**config.mk**
```make
export PLATFORM = sky130hd
export DESIGN_NAME = rx_page_writer
export DESIGN_NICKNAME = d
export VERILOG_FILES = /design/src/rtl/rx_page_writer_pkg.sv /design/src/rtl/rpw_layout.sv /design/src/rtl/rpw_byte_sel.sv /design/src/rtl/rx_page_writer.sv
export SDC_FILE = /design/constraint.sdc
export NUM_CORES = 1
export LEC_CHECK = 0
export BUFFER_PORTS_ARGS = -buffer_cell sky130_fd_sc_hd__buf_2
export CAP_MARGIN = 10
export CORE_UTILIZATION = 45
export CTS_CLUSTER_SIZE = 40
export DETAILED_ROUTE_END_ITERATION = 8
export PLACE_DENSITY = 0.66
export SLEW_MARGIN = 0
export SYNTH_ARGS = -nofsm -noshare
export SYNTH_HDL_FRONTEND = slang
export SYNTH_SLANG_ARGS = --single-unit
```
**constraint.sdc**
```tcl
create_clock -name clk -period 3.7 [get_ports clk]
set_input_delay 0.555 -clock clk [delete_from_list [all_inputs] [get_ports clk]]
set_output_delay 0.555 -clock clk [all_outputs]
set_load 0.01 [all_outputs]
```
**src/rtl/rx_page_writer_pkg.sv**
```systemverilog
package rx_page_writer_pkg;
    typedef enum logic [2:0] {
        ST_IDLE,
        ST_HEAD,
        ST_BODY,
        ST_CRC,
        ST_TAIL,
        ST_FIN,
        ST_DROP
    } rpw_state_t;

    localparam logic [7:0] CTRL_EVEN = 8'h40;
    localparam logic [7:0] CTRL_ODD  = 8'h60;
    localparam int STAT_BIT_LONG = 11;
    localparam int STAT_BIT_ODD  = 12;
    localparam int HEAD_BYTES = 4;
    localparam int CRC_BYTES  = 4;
    localparam int TAIL_BYTES = 2;
endpackage

```
**src/rtl/rpw_layout.sv**
```systemverilog
module rpw_layout #(
    parameter int LEN_W      = 12,
    parameter int PAGE_BYTES = 2048,
    parameter int MIN_FRAME  = 64,
    parameter int MAX_FRAME  = 1518
) (
    input  logic [LEN_W-1:0] len,
    input  logic             strip,
    output logic [LEN_W-1:0] stored,
    output logic [LEN_W:0]   count,
    output logic [15:0]      status,
    output logic             too_big
);
    import rx_page_writer_pkg::*;

    localparam logic [LEN_W:0] OVERHEAD = (LEN_W+1)'(HEAD_BYTES + TAIL_BYTES);
    localparam logic [LEN_W:0] CRC_ADD  = (LEN_W+1)'(CRC_BYTES);
    localparam logic [LEN_W:0] PAGE_LIM = (LEN_W+1)'(PAGE_BYTES);

    always_comb begin
        if (len < LEN_W'(MIN_FRAME))
            stored = LEN_W'(MIN_FRAME);
        else
            stored = {len[LEN_W-1:1], 1'b0};
        count = {1'b0, stored} + OVERHEAD + (strip ? '0 : CRC_ADD);
        too_big = count > PAGE_LIM;
        status = '0;
        status[STAT_BIT_LONG] = len > LEN_W'(MAX_FRAME);
        status[STAT_BIT_ODD]  = len[0];
    end
endmodule

```
**src/rtl/rpw_byte_sel.sv**
```systemverilog
module rpw_byte_sel #(
    parameter int LEN_W = 12
) (
    input  rx_page_writer_pkg::rpw_state_t st,
    input  logic [LEN_W-1:0] cnt,
    input  logic [LEN_W-1:0] len_q,
    input  logic             short_q,
    input  logic             odd_long_q,
    input  logic [15:0]      status_q,
    input  logic [LEN_W:0]   count_q,
    input  logic [31:0]      crc_q,
    input  logic [7:0]       frame_byte,
    output logic [LEN_W-1:0] frame_idx,
    output logic [7:0]       byte_out
);
    import rx_page_writer_pkg::*;

    logic [15:0] count16;
    assign count16 = 16'(count_q);

    always_comb begin
        frame_idx = cnt;
        byte_out  = 8'h00;
        unique case (st)
            ST_HEAD: begin
                unique case (cnt[1:0])
                    2'd0: byte_out = status_q[7:0];
                    2'd1: byte_out = status_q[15:8];
                    2'd2: byte_out = count16[7:0];
                    default: byte_out = count16[15:8];
                endcase
            end
            ST_BODY: begin
                if (short_q && cnt >= len_q)
                    byte_out = 8'h00;
                else
                    byte_out = frame_byte;
            end
            ST_CRC: byte_out = 8'(crc_q >> {cnt[1:0], 3'b000});
            ST_TAIL: begin
                frame_idx = len_q - LEN_W'(1);
                if (cnt[0] == 1'b0)
                    byte_out = odd_long_q ? frame_byte : 8'h00;
                else
                    byte_out = odd_long_q ? CTRL_ODD : CTRL_EVEN;
            end
            default: byte_out = 8'h00;
        endcase
    end
endmodule

```
**src/rtl/rx_page_writer.sv**
```systemverilog
module rx_page_writer #(
    parameter int LEN_W      = 12,
    parameter int PAGE_BYTES = 2048,
    parameter int MIN_FRAME  = 64,
    parameter int MAX_FRAME  = 1518,
    localparam int ADDR_W    = $clog2(PAGE_BYTES)
) (
    input  logic              clk,
    input  logic              rst_n,
    input  logic              start,
    input  logic [LEN_W-1:0]  frame_len,
    input  logic              strip_crc,
    input  logic              rx_enable,
    input  logic              soft_reset,
    input  logic              page_ok,
    input  logic [31:0]       crc_value,
    output logic [LEN_W-1:0]  frame_idx,
    input  logic [7:0]        frame_byte,
    output logic              wr_en,
    output logic [ADDR_W-1:0] wr_addr,
    output logic [7:0]        wr_data,
    output logic              busy,
    output logic              done,
    output logic              drop
);
    import rx_page_writer_pkg::*;

    rpw_state_t st_q, st_d;
    logic [LEN_W-1:0]  cnt_q;
    logic [ADDR_W-1:0] wa_q;
    logic [LEN_W-1:0]  len_q, stored_q;
    logic [LEN_W:0]    count_q;
    logic [15:0]       status_q;
    logic [31:0]       crc_q;
    logic              strip_q, short_q, odd_long_q;

    logic [LEN_W-1:0]  lay_stored;
    logic [LEN_W:0]    lay_count;
    logic [15:0]       lay_status;
    logic              lay_too_big;
    logic              refuse;

    rpw_layout #(
        .LEN_W(LEN_W), .PAGE_BYTES(PAGE_BYTES),
        .MIN_FRAME(MIN_FRAME), .MAX_FRAME(MAX_FRAME)
    ) u_layout (
        .len(frame_len), .strip(strip_crc), .stored(lay_stored),
        .count(lay_count), .status(lay_status), .too_big(lay_too_big)
    );

    assign refuse = !rx_enable || soft_reset || !page_ok || lay_too_big;

    always_comb begin
        st_d = st_q;
        unique case (st_q)
            ST_IDLE: if (start) st_d = refuse ? ST_DROP : ST_HEAD;
            ST_HEAD: if (cnt_q == LEN_W'(HEAD_BYTES - 1)) st_d = ST_BODY;
            ST_BODY: if (cnt_q == stored_q - LEN_W'(1))
                         st_d = strip_q ? ST_TAIL : ST_CRC;
            ST_CRC:  if (cnt_q == LEN_W'(CRC_BYTES - 1)) st_d = ST_TAIL;
            ST_TAIL: if (cnt_q == LEN_W'(TAIL_BYTES - 1)) st_d = ST_FIN;
            ST_FIN:  st_d = ST_IDLE;
            ST_DROP: st_d = ST_IDLE;
            default: st_d = ST_IDLE;
        endcase
    end

    always_ff @(posedge clk or negedge rst_n) begin
        if (!rst_n) begin
            st_q       <= ST_IDLE;
            cnt_q      <= '0;
            wa_q       <= '0;
            len_q      <= '0;
            stored_q   <= '0;
            count_q    <= '0;
            status_q   <= '0;
            crc_q      <= '0;
            strip_q    <= 1'b0;
            short_q    <= 1'b0;
            odd_long_q <= 1'b0;
        end else begin
            st_q  <= st_d;
            cnt_q <= (st_d != st_q) ? '0 : cnt_q + LEN_W'(1);
            if (st_q == ST_IDLE) begin
                wa_q <= '0;
                if (start && !refuse) begin
                    len_q      <= frame_len;
                    stored_q   <= lay_stored;
                    count_q    <= lay_count;
                    status_q   <= lay_status;
                    crc_q      <= crc_value;
                    strip_q    <= strip_crc;
                    short_q    <= frame_len < LEN_W'(MIN_FRAME);
                    odd_long_q <= frame_len[0] && frame_len >= LEN_W'(MIN_FRAME);
                end
            end else if (wr_en) begin
                wa_q <= wa_q + ADDR_W'(1);
            end
        end
    end

    rpw_byte_sel #(.LEN_W(LEN_W)) u_sel (
        .st(st_q), .cnt(cnt_q), .len_q(len_q), .short_q(short_q),
        .odd_long_q(odd_long_q), .status_q(status_q), .count_q(count_q),
        .crc_q(crc_q), .frame_byte(frame_byte), .frame_idx(frame_idx),
        .byte_out(wr_data)
    );

    always_comb begin
        wr_en = 1'b0;
        done  = 1'b0;
        drop  = 1'b0;
        unique case (st_q)
            ST_HEAD, ST_BODY, ST_CRC, ST_TAIL: wr_en = 1'b1;
            ST_FIN:  done = 1'b1;
            ST_DROP: drop = 1'b1;
            default: ;
        endcase
    end

    assign wr_addr = wa_q;
    assign busy    = st_q != ST_IDLE;

    p_refuse_r1: assert property (@(posedge clk) disable iff (!rst_n)
        (start && !busy && (!rx_enable || soft_reset)) |=> drop);
    p_drop_nowrite_r1: assert property (@(posedge clk) disable iff (!rst_n)
        drop |-> !wr_en);
    p_nopage_r3: assert property (@(posedge clk) disable iff (!rst_n)
        (start && !busy && !page_ok) |=> drop);
    p_addr_step_r10: assert property (@(posedge clk) disable iff (!rst_n)
        (wr_en && $past(wr_en)) |-> wr_addr == $past(wr_addr) + ADDR_W'(1));
    p_first_addr_r10: assert property (@(posedge clk) disable iff (!rst_n)
        $rose(wr_en) |-> wr_addr == '0);
    p_done_after_ctrl_r9: assert property (@(posedge clk) disable iff (!rst_n)
        done |-> ($past(wr_en) && ($past(wr_data) == CTRL_EVEN || $past(wr_data) == CTRL_ODD)));
    p_mutex_r11: assert property (@(posedge clk) disable iff (!rst_n)
        !(done && drop));
endmodule

```
# After elaboration in Yosys (flattened, before gate mapping)
# Index checks and enable logic that the tools add are counted.
# W data, S select, Z words.
[op_classes]
n_shift = 1
addsub = 6
reduce_logical = 15
order_cmp = 5
eq_ne = 12
muxes = 23
[op_table]
columns = ["op", "count"]
rows = [
  ["$mux W12", 3],
  ["$pmux W8 S4", 1],
  ["$shr A32 B5 Y8", 1],
  ["$mux W3", 8],
  ["$mux W8", 3],
  ["$pmux W8 S3", 1],
  ["$sub A12 B1 Y12 const B", 2],
  ["$mux W11", 2],
  ["$pmux W3 S5", 1],
  ["$add A12 B3 Y13 const B", 1],
  ["$add A13 B13 Y13", 1],
  ["$gt A13 B12 Y1 const B", 1],
  ["$add A12 B1 Y12 const B", 1],
  ["$eq A12 B1 Y1 const B", 1],
  ["$eq A12 B12 Y1", 1],
  ["$eq A12 B2 Y1 const B", 1],
  ["$ge A12 B12 Y1", 1],
  ["$ge A12 B7 Y1 const B", 1],
  ["$gt A12 B11 Y1 const B", 1],
  ["$lt A12 B7 Y1 const B", 1],
  ["$add A11 B1 Y11 const B", 1],
  ["$eq A3 B3 Y1 const B", 3],
  ["$eq A3 B2 Y1 const B", 2],
  ["$mux W6", 1],
  ["14 further kinds", 22],
]
[word_totals]
wordCells = 73
reg_bits = 100
out_inout_bits = 35
input_bits = 59

# Logic depth before layout (Yosys ltp)
# Gate-level depths: netlist of run 1.
[logic_depth]
ltp_word = 11
mapped_depth = 18
depth_no_buf = 15

# Hierarchy
# From an unflattened synthesis of run 1, not the netlist that was laid out.
[unflattened]
cells_unflattened = 650
area_unflattened_um2 = 6950.4
[by_module_without_submodules]
columns = ["mod", "instances", "seq_area_each_um2", "cells_per_inst", "area_per_inst_um2"]
rows = [
  ["rx_page_writer", 1, 2852.7, 396, 5029.8],
  ["rpw_byte_sel", 1, 0.0, 157, 1271.2],
  ["rpw_layout", 1, 0.0, 97, 649.4],
]

# Worst setup path after synthesis of run 1
# Ideal clock, no wire load.
[synth_path]
path_kind = "input to register"
startpoint = "input frame_len[10]"
endpoint = "register count_q[1]"
setup_slack_ps = -583
arrival_time_ps = 4158
required_ps = 3575
setup_ps = 125
path_buffers = 3
stages = 17
path_cell_list = "clkbuf_1 -> nor4_1 -> nand2_1 -> nand2_1 -> ha_1 -> inv_1 -> ha_1 -> inv_1 -> fa_1 -> and4b_1 -> a41oi_1 -> o32a_1 -> nand4bb_1 -> a21o_1 -> clkbuf_1 -> clkbuf_1 -> mux2_2"
[synth_via]
elab_chain_len = 9
[synth_lines]
columns = ["element", "line", "rtl"]
rows = [
  ["start, declared", "rx_page_writer.sv:11", "input logic [LEN_W-1:0] frame_len,"],
  ["$lt A12 B7 Y1", "rpw_layout.sv:21", "if (len < LEN_W'(MIN_FRAME))"],
  ["$mux W12 (*)", "rpw_layout.sv:21", ""],
  ["$add A12 B3 Y13 (*)", "rpw_layout.sv:25", "count = {1'b0, stored} + OVERHEAD + (strip ? '0 : CRC_ADD);"],
  ["$add A13 B13 Y13 (*)", "rpw_layout.sv:25", ""],
  ["$gt A13 B12 Y1", "rpw_layout.sv:26", "too_big = count > PAGE_LIM;"],
  ["$logic_or A1 B1 Y1", "rx_page_writer.sv:51", "assign refuse = !rx_enable || soft_reset || !page_ok || lay_too_big;"],
  ["$logic_not A1 Y1", "rx_page_writer.sv:86", "if (start && !refuse) begin"],
  ["$logic_and A1 B1 Y1", "rx_page_writer.sv:86", ""],
  ["$reduce_and A2 Y1 (no line)", "n/a", ""],
  ["end signal, assigned", "rx_page_writer.sv:89", "count_q <= lay_count;"],
  ["end, declared", "rx_page_writer.sv:32", "logic [LEN_W:0] count_q;"],
]
# Mark *: on every way between the ends. The rest lies on a longest branch, timed or not.
# A chain may end at the register's enable or synchronous reset.

# Worst setup path in the final report of run 1
[layout_path]
startpoint = "input frame_len[10]"
endpoint = "register len_q[3]"
[layout_via]
elab_chain_len = 9
[layout_lines]
columns = ["element", "line", "rtl"]
rows = [
  ["$lt A12 B7 Y1", "rpw_layout.sv:21", ""],
  ["$mux W12 (*)", "rpw_layout.sv:21", ""],
  ["$add A12 B3 Y13 (*)", "rpw_layout.sv:25", ""],
  ["$add A13 B13 Y13 (*)", "rpw_layout.sv:25", ""],
  ["$gt A13 B12 Y1 (*)", "rpw_layout.sv:26", ""],
  ["$logic_or A1 B1 Y1 (*)", "rx_page_writer.sv:51", ""],
  ["$logic_not A1 Y1 (*)", "rx_page_writer.sv:86", ""],
  ["$logic_and A1 B1 Y1 (*)", "rx_page_writer.sv:86", ""],
  ["$reduce_and A2 Y1 (no line) (*)", "n/a", ""],
  ["end signal, assigned", "rx_page_writer.sv:87", "len_q <= frame_len;"],
  ["end, declared", "rx_page_writer.sv:31", "logic [LEN_W-1:0] len_q, stored_q;"],
]
# Marks and branches as above.

==> results of run 1 <==
## final cells by class
class | count | area share
Multi-Input combinational cell | 444 | 0.4608
Timing Repair Buffer | 123 | 0.1027
Clock inverter | 7 | 0.01570
Clock buffer | 9 | 0.03176
Tap cell | 172 | 0.03035
Sequential cell | 97 | 0.3423
Inverter | 31 | 0.01641
## power groups by stage
stage          registers [uW]  logic (uW)  clock network (uW)
2_1_floorplan            1730        1710                   0
3_3_place_gp             1830        2210                   0
3_5_place_dp             1860        2280                   0
4_1_cts                  1850        2290                1060
5_1_grt                  1910        2540                1100
6_report                 1850        2290                1040
## sequential cells by signal (all words and copies together) (netlist names)
signal / flops
cnt_q: 12
count_q: 12
crc_q: 32
len_q: 12
odd_long_q: 1
short_q: 1
st_q: 3
status_q: 1
stored_q: 11
strip_q: 1
wr_addr: 11
## critical path, delay by kind of cell
family	cells	cell delay (ns)
fa+ha+maj	3	0.73
simple gates	6	1.14
compound gates	2	0.49
buf+inv	4	0.41
mux	1	0.29
## metrics by stage
| step | instances | instance area, um2 | util |
|---|---|---|---|
| after floorplan | 607 | 6050 | - |
| after global placement | 866 | 6750 | 0.5285 |
| after detailed placement | 866 | 6750 | 0.5285 |
| after CTS | 882 | 7087 | 0.5548 |
| after global routing | 883 | 7092 | 0.5552 |
| final | 883 | 7092 | 0.5552 |
## per-layer routing
layer,global-route usage,share of wire,up-vias
li1,-,-,2376
met1,0.3278,0.45,2426
met2,0.3984,0.49,99
met4,0.06920,0.014,0
met5,0,0,-
met3,0.03811,0.040,18
## Yosys cell counts (3+ instances only)
cell        n
a31oi_1     3
nand2b_1    8
dfrtp_1    97
or3_1       7
o2bb2ai_1   6
clkbuf_1   27
a22oi_1     7
and2_1      4
a21oi_1    23
nand4_1     7
nor3_1     20
nor3b_1     3
nand2_1    59
xnor2_1    32
nor2b_1     7
nor4_1      5
a21o_1      4
mux2_2     50
nand3_1    17
mux2i_1     3
o211ai_1    5
o21a_1      3
xor2_1      9
or4_1       3
inv_1      31
o21ai_0    40
and3_1      8
mux4_2      8
nor2_1     35
nor4b_1     3
nand4b_1    3
ha_1       21
## logic make-up (layout without fill, tap and decap cells)
family | after synthesis | after routing | synth area share
AOI/OAI and AO/OA | 116 | 116 | 0.1292
xor gates and xnor gates | 41 | 41 | 0.06041
adders and majority gates | 22 | 22 | 0.04757
buffers and inverters | 66 | 170 | 0.04588
DFF | 97 | 97 | 0.4083
muxes | 61 | 61 | 0.1301
and+or+nand+nor | 204 | 204 | 0.1785
## worst max path at each step
stage | to | cells after the start
floorplan | crc_q[0]$_DFFE_PN0P_ | 17
global placement | len_q[3]$_DFFE_PN0P_ | 16
detailed placement | crc_q[21]$_DFFE_PN0P_ | 16
CTS | len_q[6]$_DFFE_PN0P_ | 16
global route | cnt_q[6]$_DFF_PN0_ | 17
finish | len_q[3]$_DFFE_PN0P_ | 16
==> run_summary.xml, run 1 <==
<?xml version="1.0" encoding="UTF-8"?>
<metrics>
  <group name="run_status">
    <metric name="outcome" unit="">finished clean</metric>
  </group>
  <group name="floorplan">
    <metric name="io-pin-count" unit="">94</metric>
    <metric name="floorplan_core_area" unit="mm2">0.01277</metric>
    <metric name="die_h" unit="um">116.9</metric>
    <metric name="placement_rows" unit="">41</metric>
    <metric name="start_util" unit="">0.4654</metric>
    <metric name="dieArea" unit="mm2">0.01367</metric>
    <metric name="die_w" unit="um">116.9</metric>
  </group>
  <group name="clock_tree">
    <metric name="holdBufCountCts" unit="">0</metric>
    <metric name="post_cts_resize_count" unit="">0</metric>
    <metric name="post_cts.repair.setup_buffers" unit="">0</metric>
    <metric name="clock_tree.root_cell" unit="">clkbuf_16</metric>
    <metric name="clock_sinks" unit="">97</metric>
    <metric name="cts.htree.levels" unit="">3</metric>
    <metric name="cts_buffers" unit="">9</metric>
    <metric name="tritoncts_clock_tree" unit="">done</metric>
    <metric name="worst_skew_pair.late_latency" unit="ns">0.35</metric>
    <metric name="path_clk_slew" unit="ns">0.07</metric>
    <metric name="cts.path.max_buffers" unit="">2</metric>
  </group>
  <group name="pwr">
    <metric name="total_power_consumption_of_the_routed_design" unit="uW">5183</metric>
    <metric name="seqPwrFrac" unit="">0.358</metric>
    <metric name="clockPowerShare" unit="">0.201</metric>
    <metric name="power.density_cell_area" unit="mW/mm2">730.8</metric>
    <metric name="cellLeakagePower" unit="uW">0.003293</metric>
    <metric name="switching_share" unit="">0.3882</metric>
    <metric name="intPower" unit="uW">3171</metric>
    <metric name="switching_power" unit="uW">2012</metric>
    <metric name="vdd.ir_drop.worst" unit="mV">0.2817</metric>
    <metric name="combPwrFrac" unit="">0.441</metric>
  </group>
  <group name="min_path">
    <metric name="holdCritPathClass" unit="">in2async</metric>
  </group>
  <group name="sta">
    <metric name="finalWorstSetupSlack" unit="ns">0.3082</metric>
    <metric name="timing_max_transition_violations_final" unit="">0</metric>
    <metric name="maximum_clock_skew_at_final_layout" unit="ns">0.01178</metric>
    <metric name="timing_hold_violations_final" unit="">0</metric>
    <metric name="rsz0062_at_grt" unit="">false</metric>
    <metric name="worst_pin_slew" unit="ns">0.6958</metric>
    <metric name="tns" unit="ns">0</metric>
    <metric name="min_period" unit="ns">3.392</metric>
    <metric name="slew_headroom" unit="">0.5350</metric>
    <metric name="max_freq" unit="MHz">294.8</metric>
    <metric name="finalSetupViolCount" unit="">0</metric>
    <metric name="timing.hold.ws" unit="ns">0.1889</metric>
    <metric name="final_min_period_over_clock_period" unit="">0.9167</metric>
  </group>
  <group name="worst_setup_path">
    <metric name="timing.rr.end" unit="">cnt_q[6]$_DFF_PN0_</metric>
    <metric name="crit_path_start_kind" unit="">input port</metric>
    <metric name="critical_path_required" unit="ns">3.93</metric>
    <metric name="setup.worst_path.class" unit="">in2reg</metric>
    <metric name="crit_slowest_cell" unit="">fa_2</metric>
    <metric name="worstSetupEndpointType" unit="">flip-flop</metric>
    <metric name="crit_path_cell_trace" unit="">buf_2, nor4_4, nand2_2, nand2_1, ha_1, inv_1, ha_2, inv_2, fa_2, and4b_1, nor4bb_1, o32a_1, nand4bb_1, a21o_2, buf_12, mux2_2</metric>
    <metric name="r2r_start" unit="">stored_q[1]$_DFFE_PN0P_</metric>
    <metric name="worst-r2r-setup-slack" unit="ns">0.40</metric>
    <metric name="critical_path.startpoint" unit="">frame_len[10]</metric>
    <metric name="crit_fanout" unit="">37</metric>
    <metric name="ff2ff_path_depth" unit="">9</metric>
    <metric name="worst-endpoint-arrival" unit="ns">3.63</metric>
    <metric name="critPathMaxStageDelay" unit="ns">0.34</metric>
  </group>
  <group name="grt">
    <metric name="grt_remaining_overflow" unit="">0</metric>
    <metric name="wire_length_of_the_first_global_routing_pass" unit="um">24550</metric>
    <metric name="grt_max_degree" unit="">46</metric>
    <metric name="antenna_found_initial" unit="">0</metric>
    <metric name="vias_in_the_first_global_route" unit="">4744</metric>
    <metric name="grt_usage" unit="">0.2408</metric>
  </group>
  <group name="place">
    <metric name="gp_congestion" unit="">0.8557</metric>
    <metric name="port_buffers" unit="">93</metric>
    <metric name="detailed_place_hpwl" unit="um">11700</metric>
    <metric name="pre_cts_slack" unit="ns">-0.04472</metric>
  </group>
  <group name="logic_synthesis">
    <metric name="synthesis.nets" unit="">688</metric>
    <metric name="synth_warnings" unit="">0</metric>
    <metric name="post_synth_top_area_share" unit="">0.4083</metric>
    <metric name="synth_top_flop_cell" unit="">dfrtp_1</metric>
    <metric name="synth_seq_area_share" unit="">0.4083</metric>
    <metric name="synth_edf_count" unit="">0</metric>
    <metric name="postSynthRegisterBits" unit="">97</metric>
    <metric name="post-synth-top-area-cell" unit="">dfrtp_1</metric>
    <metric name="ys_async_rst_share" unit="">1.000</metric>
    <metric name="synthDistinctLibCells" unit="">68</metric>
    <metric name="post_synth_main_area_contributors" unit="">dfrtp_1 41%, mux2_2 9.5%, xnor2_1 4.7%, ha_1 4.4%, nand2_1 3.7%</metric>
    <metric name="syn_inst_count" unit="">607</metric>
    <metric name="synthesis.area_per_instance" unit="um2">9.793</metric>
    <metric name="post_synth_design_cell_area" unit="mm2">0.005944</metric>
  </group>
  <group name="final_layout">
    <metric name="antenna-diode-count" unit="">0</metric>
    <metric name="filler_cell_count" unit="">1161</metric>
    <metric name="areaGrowthSynthToFinish" unit="%">19.30</metric>
    <metric name="layout.area.seq" unit="mm2">0.002427</metric>
    <metric name="layout_common_cells" unit="">97 x dfrtp_1, 93 x buf_2, 58 x nand2_1, 50 x mux2_2, 40 x o21ai_0</metric>
    <metric name="final_layout_size_suffix_gt1_frac" unit="">0.2968</metric>
    <metric name="multiInputGateArea" unit="mm2">0.003268</metric>
    <metric name="layout_commonest_cell" unit="">dfrtp_1</metric>
    <metric name="finish.net_count" unit="">787</metric>
  </group>
  <group name="detailed_routing">
    <metric name="wire_per_inst" unit="um">17.32</metric>
    <metric name="detail_route.drc_violations" unit="">0</metric>
    <metric name="detail-route-antenna-nets" unit="">0</metric>
    <metric name="via_per_instance_ratio" unit="">5.571</metric>
    <metric name="firstDrtPassIters" unit="">4</metric>
    <metric name="routed-via-count" unit="">4919</metric>
    <metric name="detail_route.wirelength" unit="um">15300</metric>
    <metric name="drc_marker_count_from_the_first_detailed_route_iteration" unit="">320</metric>
  </group>
  <group name="job">
    <metric name="drv_cap" unit="">0</metric>
  </group>
</metrics>
Power figures use the tool's default switching activity.
==> run 2: changes to the inputs <==
--- a/config.mk
+++ b/config.mk
@@ -10,8 +10,8 @@
 export CORE_UTILIZATION = 45
 export CTS_CLUSTER_SIZE = 40
 export DETAILED_ROUTE_END_ITERATION = 8
-export PLACE_DENSITY = 0.66
 export SLEW_MARGIN = 0
 export SYNTH_ARGS = -nofsm -noshare
 export SYNTH_HDL_FRONTEND = slang
+export SYNTH_HIERARCHICAL = 1
 export SYNTH_SLANG_ARGS = --single-unit
==> run 2 against run 1 <==
The run now ends with setup timing left. Maximum frequency shrank 19%. Global-route usage up 0.45 points. Wire length increased by 23%. Cell area grew 23%. Cell count up 11%. Largest power group unchanged. Power rose by 28%. Synthesized area rose by 17%. Sequential power increased by 21%. Synthesized cell count grew 7.1%. Highest routed layer unchanged. Largest cell class unchanged. Clock power increased by 50%. Clock skew fell by 0.0018 ns. Utilization is 2.0 points higher.
==> run_summary.xml, run 2 <==
<?xml version="1.0" encoding="UTF-8"?>
<metrics>
  <group name="final_layout">
    <metric name="areaGrowthSynthToFinish" unit="%">25.27</metric>
    <metric name="top_register" unit="">crc_q</metric>
    <metric name="antenna-diode-count" unit="">0</metric>
    <metric name="final_layout_size_suffix_gt1_frac" unit="">0.4048</metric>
    <metric name="largest_reg_flops" unit="">32</metric>
    <metric name="layout.core_utilization" unit="">0.5749</metric>
    <metric name="layout_common_cells" unit="">114 x dfrtp_1, 90 x buf_2, 88 x mux2_2, 43 x nand2_1, 39 x buf_4</metric>
    <metric name="filler_cell_count" unit="">1294</metric>
    <metric name="largest_registers" unit="">crc_q: 32 flops, status_q: 16 flops, count_q: 13 flops</metric>
    <metric name="layout_commonest_cell" unit="">dfrtp_1</metric>
    <metric name="finish.net_count" unit="">860</metric>
  </group>
  <group name="logic_synthesis">
    <metric name="dominant_combinational_cell_family_by_area_after_synthesis" unit="">multiplexers</metric>
    <metric name="postSynthRegisterBits" unit="">114</metric>
    <metric name="syn_inst_count" unit="">650</metric>
    <metric name="synth-adder-area-share" unit="">0.03888</metric>
    <metric name="synthDistinctLibCells" unit="">71</metric>
    <metric name="synth_warnings" unit="">6</metric>
    <metric name="synth-compound-area-share" unit="">0.08929</metric>
    <metric name="ys_async_rst_share" unit="">1.000</metric>
    <metric name="most_instantiated_library_cell_after_synthesis" unit="">dfrtp_1</metric>
    <metric name="post_synth_main_area_contributors" unit="">dfrtp_1 41%, mux2_2 15%, mux4_2 3.9%, ha_1 3.6%, xnor2_1 3.4%</metric>
    <metric name="synth_top_flop_cell" unit="">dfrtp_1</metric>
    <metric name="post_synth_top_area_share" unit="">0.4104</metric>
    <metric name="synthesized_area_fraction_occupied_by_and_or_nand_nor_cells" unit="">0.1541</metric>
    <metric name="synthMuxAreaShare" unit="">0.1890</metric>
    <metric name="synth_edf_count" unit="">0</metric>
    <metric name="post_synth_design_cell_area" unit="mm2">0.006950</metric>
    <metric name="post_synth_xor_area_fraction" unit="">0.05545</metric>
    <metric name="synth_seq_area_share" unit="">0.4104</metric>
    <metric name="ys_top_cells_by_count" unit="">114 x dfrtp_1, 90 x mux2_2, 44 x nand2_1</metric>
    <metric name="synthesis.area_per_instance" unit="um2">10.69</metric>
    <metric name="post-synth-top-area-cell" unit="">dfrtp_1</metric>
  </group>
  <group name="sta">
    <metric name="slew_headroom" unit="">0.4491</metric>
    <metric name="timing_max_transition_violations_final" unit="">0</metric>
    <metric name="timing_hold_violations_final" unit="">0</metric>
    <metric name="finalSetupViolCount" unit="">102</metric>
    <metric name="finalWorstSetupSlack" unit="ns">-0.4623</metric>
    <metric name="rsz0062_at_grt" unit="">true</metric>
    <metric name="final_min_period_over_clock_period" unit="">1.125</metric>
    <metric name="maximum_clock_skew_at_final_layout" unit="ns">0.009983</metric>
    <metric name="min_period" unit="ns">4.162</metric>
    <metric name="worst_pin_slew" unit="ns">0.8233</metric>
    <metric name="max_freq" unit="MHz">240.3</metric>
  </group>
  <group name="clock_tree">
    <metric name="cts.htree.levels" unit="">4</metric>
    <metric name="cts_buffers" unit="">17</metric>
    <metric name="cts.path.max_buffers" unit="">2</metric>
    <metric name="path_clk_slew" unit="ns">0.06</metric>
    <metric name="worst_skew_pair.late_latency" unit="ns">0.41</metric>
    <metric name="holdBufCountCts" unit="">0</metric>
    <metric name="clock_sinks" unit="">114</metric>
    <metric name="tritoncts_clock_tree" unit="">done</metric>
    <metric name="clock_tree.root_cell" unit="">clkbuf_16</metric>
  </group>
  <group name="min_path">
    <metric name="holdCritPathClass" unit="">in2async</metric>
  </group>
  <group name="worst_setup_path">
    <metric name="crit_slowest_cell" unit="">or4_4</metric>
    <metric name="critical_path_required" unit="ns">3.99</metric>
    <metric name="ff2ff_path_depth" unit="">8</metric>
    <metric name="critPathMaxStageDelay" unit="ns">0.55</metric>
    <metric name="crit_fanout" unit="">7</metric>
    <metric name="timing.rr.end" unit="">st_q[1]$_DFF_PN0_</metric>
    <metric name="worst-r2r-setup-slack" unit="ns">0.70</metric>
    <metric name="crit_path_start_kind" unit="">input port</metric>
    <metric name="r2r_start" unit="">stored_q[0]$_DFFE_PN0P_</metric>
    <metric name="worst-endpoint-arrival" unit="ns">4.45</metric>
    <metric name="worstSetupEndpointType" unit="">flip-flop</metric>
    <metric name="crit_path_cell_trace" unit="">buf_6, or4_4, or2_4, nand2_4, ha_4, inv_2, ha_4, fa_2, nor2_2, o211ai_1, nor4bb_1, a31oi_1, nor4bb_2, buf_4, nand3_4, buf_6, clkbuf_16, mux2_2</metric>
    <metric name="setup.worst_path.class" unit="">in2reg</metric>
  </group>
  <group name="detailed_routing">
    <metric name="detail-route-antenna-nets" unit="">0</metric>
    <metric name="drc_marker_count_from_the_first_detailed_route_iteration" unit="">371</metric>
    <metric name="firstDrtPassIters" unit="">5</metric>
    <metric name="via_per_instance_ratio" unit="">5.588</metric>
    <metric name="routed-via-count" unit="">5482</metric>
    <metric name="detail_route.wirelength" unit="um">18740</metric>
    <metric name="detail_route.drc_violations" unit="">0</metric>
    <metric name="wire_per_inst" unit="um">19.11</metric>
  </group>
  <group name="floorplan">
    <metric name="dieArea" unit="mm2">0.01595</metric>
    <metric name="die_h" unit="um">126.3</metric>
    <metric name="start_util" unit="">0.4589</metric>
    <metric name="placement_rows" unit="">45</metric>
    <metric name="die_w" unit="um">126.3</metric>
    <metric name="io-pin-count" unit="">94</metric>
    <metric name="floorplan_core_area" unit="mm2">0.01515</metric>
  </group>
  <group name="run_status">
    <metric name="outcome" unit="">finished with violations</metric>
    <metric name="violations" unit="">setup timing</metric>
  </group>
  <group name="pwr">
    <metric name="vdd.ir_drop.worst" unit="mV">0.3750</metric>
    <metric name="power.density_cell_area" unit="mW/mm2">761.9</metric>
    <metric name="total_power_consumption_of_the_routed_design" unit="uW">6634</metric>
    <metric name="cellLeakagePower" unit="uW">0.004182</metric>
  </group>
  <group name="place">
    <metric name="port_buffers" unit="">93</metric>
    <metric name="detailed_place_hpwl" unit="um">12800</metric>
    <metric name="gp_congestion" unit="">0.8763</metric>
    <metric name="pre_cts_slack" unit="ns">-0.8454</metric>
  </group>
  <group name="grt">
    <metric name="grt_remaining_overflow" unit="">0</metric>
    <metric name="wire_length_of_the_first_global_routing_pass" unit="um">29830</metric>
    <metric name="antenna_found_initial" unit="">0</metric>
    <metric name="grt_usage" unit="">0.2454</metric>
    <metric name="vias_in_the_first_global_route" unit="">5544</metric>
    <metric name="grt_max_degree" unit="">60</metric>
  </group>
  <group name="job">
    <metric name="drv_cap" unit="">0</metric>
  </group>
</metrics>
## run 2: changes by cell type after synthesis, sizes merged, moves of 7 or more
cell    change
o21ai      -20
dfrtp      +17
clkbuf      -7
xor2        +8
buf        +20
mux2       +40
inv         +7
nand2      -15
## run 2: critical path, delay by kind of cell
kind                       cells  cell delay (ns)
and+or+nand+nor                7             1.84
AOI/OAI and AO/OA              2             0.27
muxes                          1             0.27
buffers and inverters          5             0.73
adders and majority gates      3             0.78
## run 2: layout make-up
| type | instances | area [um2] | area share |
|---|---|---|---|
| clock buffer | 18 | 429.2 | 0.04929 |
| clock inverter | 14 | 132.6 | 0.01523 |
| inverter | 38 | 142.6 | 0.01638 |
| multi-input combinational | 464 | 3850 | 0.4422 |
| sequential | 114 | 2853 | 0.3276 |
| tap | 188 | 235.2 | 0.02702 |
| timing repair buffer | 145 | 1065 | 0.1223 |
## run 2: cell families after synthesis
kind of cell	count (synthesis)
flip-flops	114
adder cells (fa/ha/maj)	21
other	1
XOR/XNOR	44
AO/OA/AOI/OAI	90
AND/OR/NAND/NOR	188
buffers and inverters	87
multiplexers	105
## run 2: layer usage
metal,GRT usage,up-vias,wire (um)
li1,-,2573,-
met1,0.3106,2737,8236
met2,0.4274,157,9565
met3,0.05013,15,773
met4,0.06237,0,167
met5,0,-,0
## run 2: repair_timing
item	CTS	global route
pin swaps	7	3
setup endpoints to repair	102	103
gates cloned	4	2
resized for setup	15	7
buffers inserted	6	3
## run 2: per-stage QoR
| step | hold WS [ns] | cell area (um2) | instances | setup TNS (ns) |
|---|---|---|---|---|
| 6_report | 0.2090 | 8707 | 981 | -42.13 |
| 5_1_grt | 0.2737 | 8707 | 981 | -59.35 |
| 4_1_cts | 0.2327 | 8631 | 977 | -31.46 |
| 3_5_place_dp | 0.4833 | 7856 | 935 | -81.91 |
| 3_3_place_gp | 0.4753 | 7856 | 935 | -78.19 |
| 2_1_floorplan | 0.2594 | 7223 | 665 | -46.95 |
## run 2: power breakdown
group / leakage (uW) / total (uW) / internal (uW) / switching (uW)
Sequential: 0.00150 / 2230 / 1740 / 483
Clock: 0.000267 / 1560 / 930 / 629
Combinational: 0.00241 / 2850 / 1420 / 1430
Total: 0.00418 / 6630 / 4090 / 2540
## run 2: worst max-delay path by stage
stage,start,end
floorplan,frame_len[8],count_q[0]$_DFFE_PN0P_
global placement,frame_len[11],crc_q[14]$_DFFE_PN0P_
detailed placement,frame_len[11],status_q[0]$_DFFE_PN0P_
CTS,frame_len[8],status_q[6]$_DFFE_PN0P_
global route,frame_len[8],len_q[8]$_DFFE_PN0P_
finish,frame_len[8],crc_q[17]$_DFFE_PN0P_
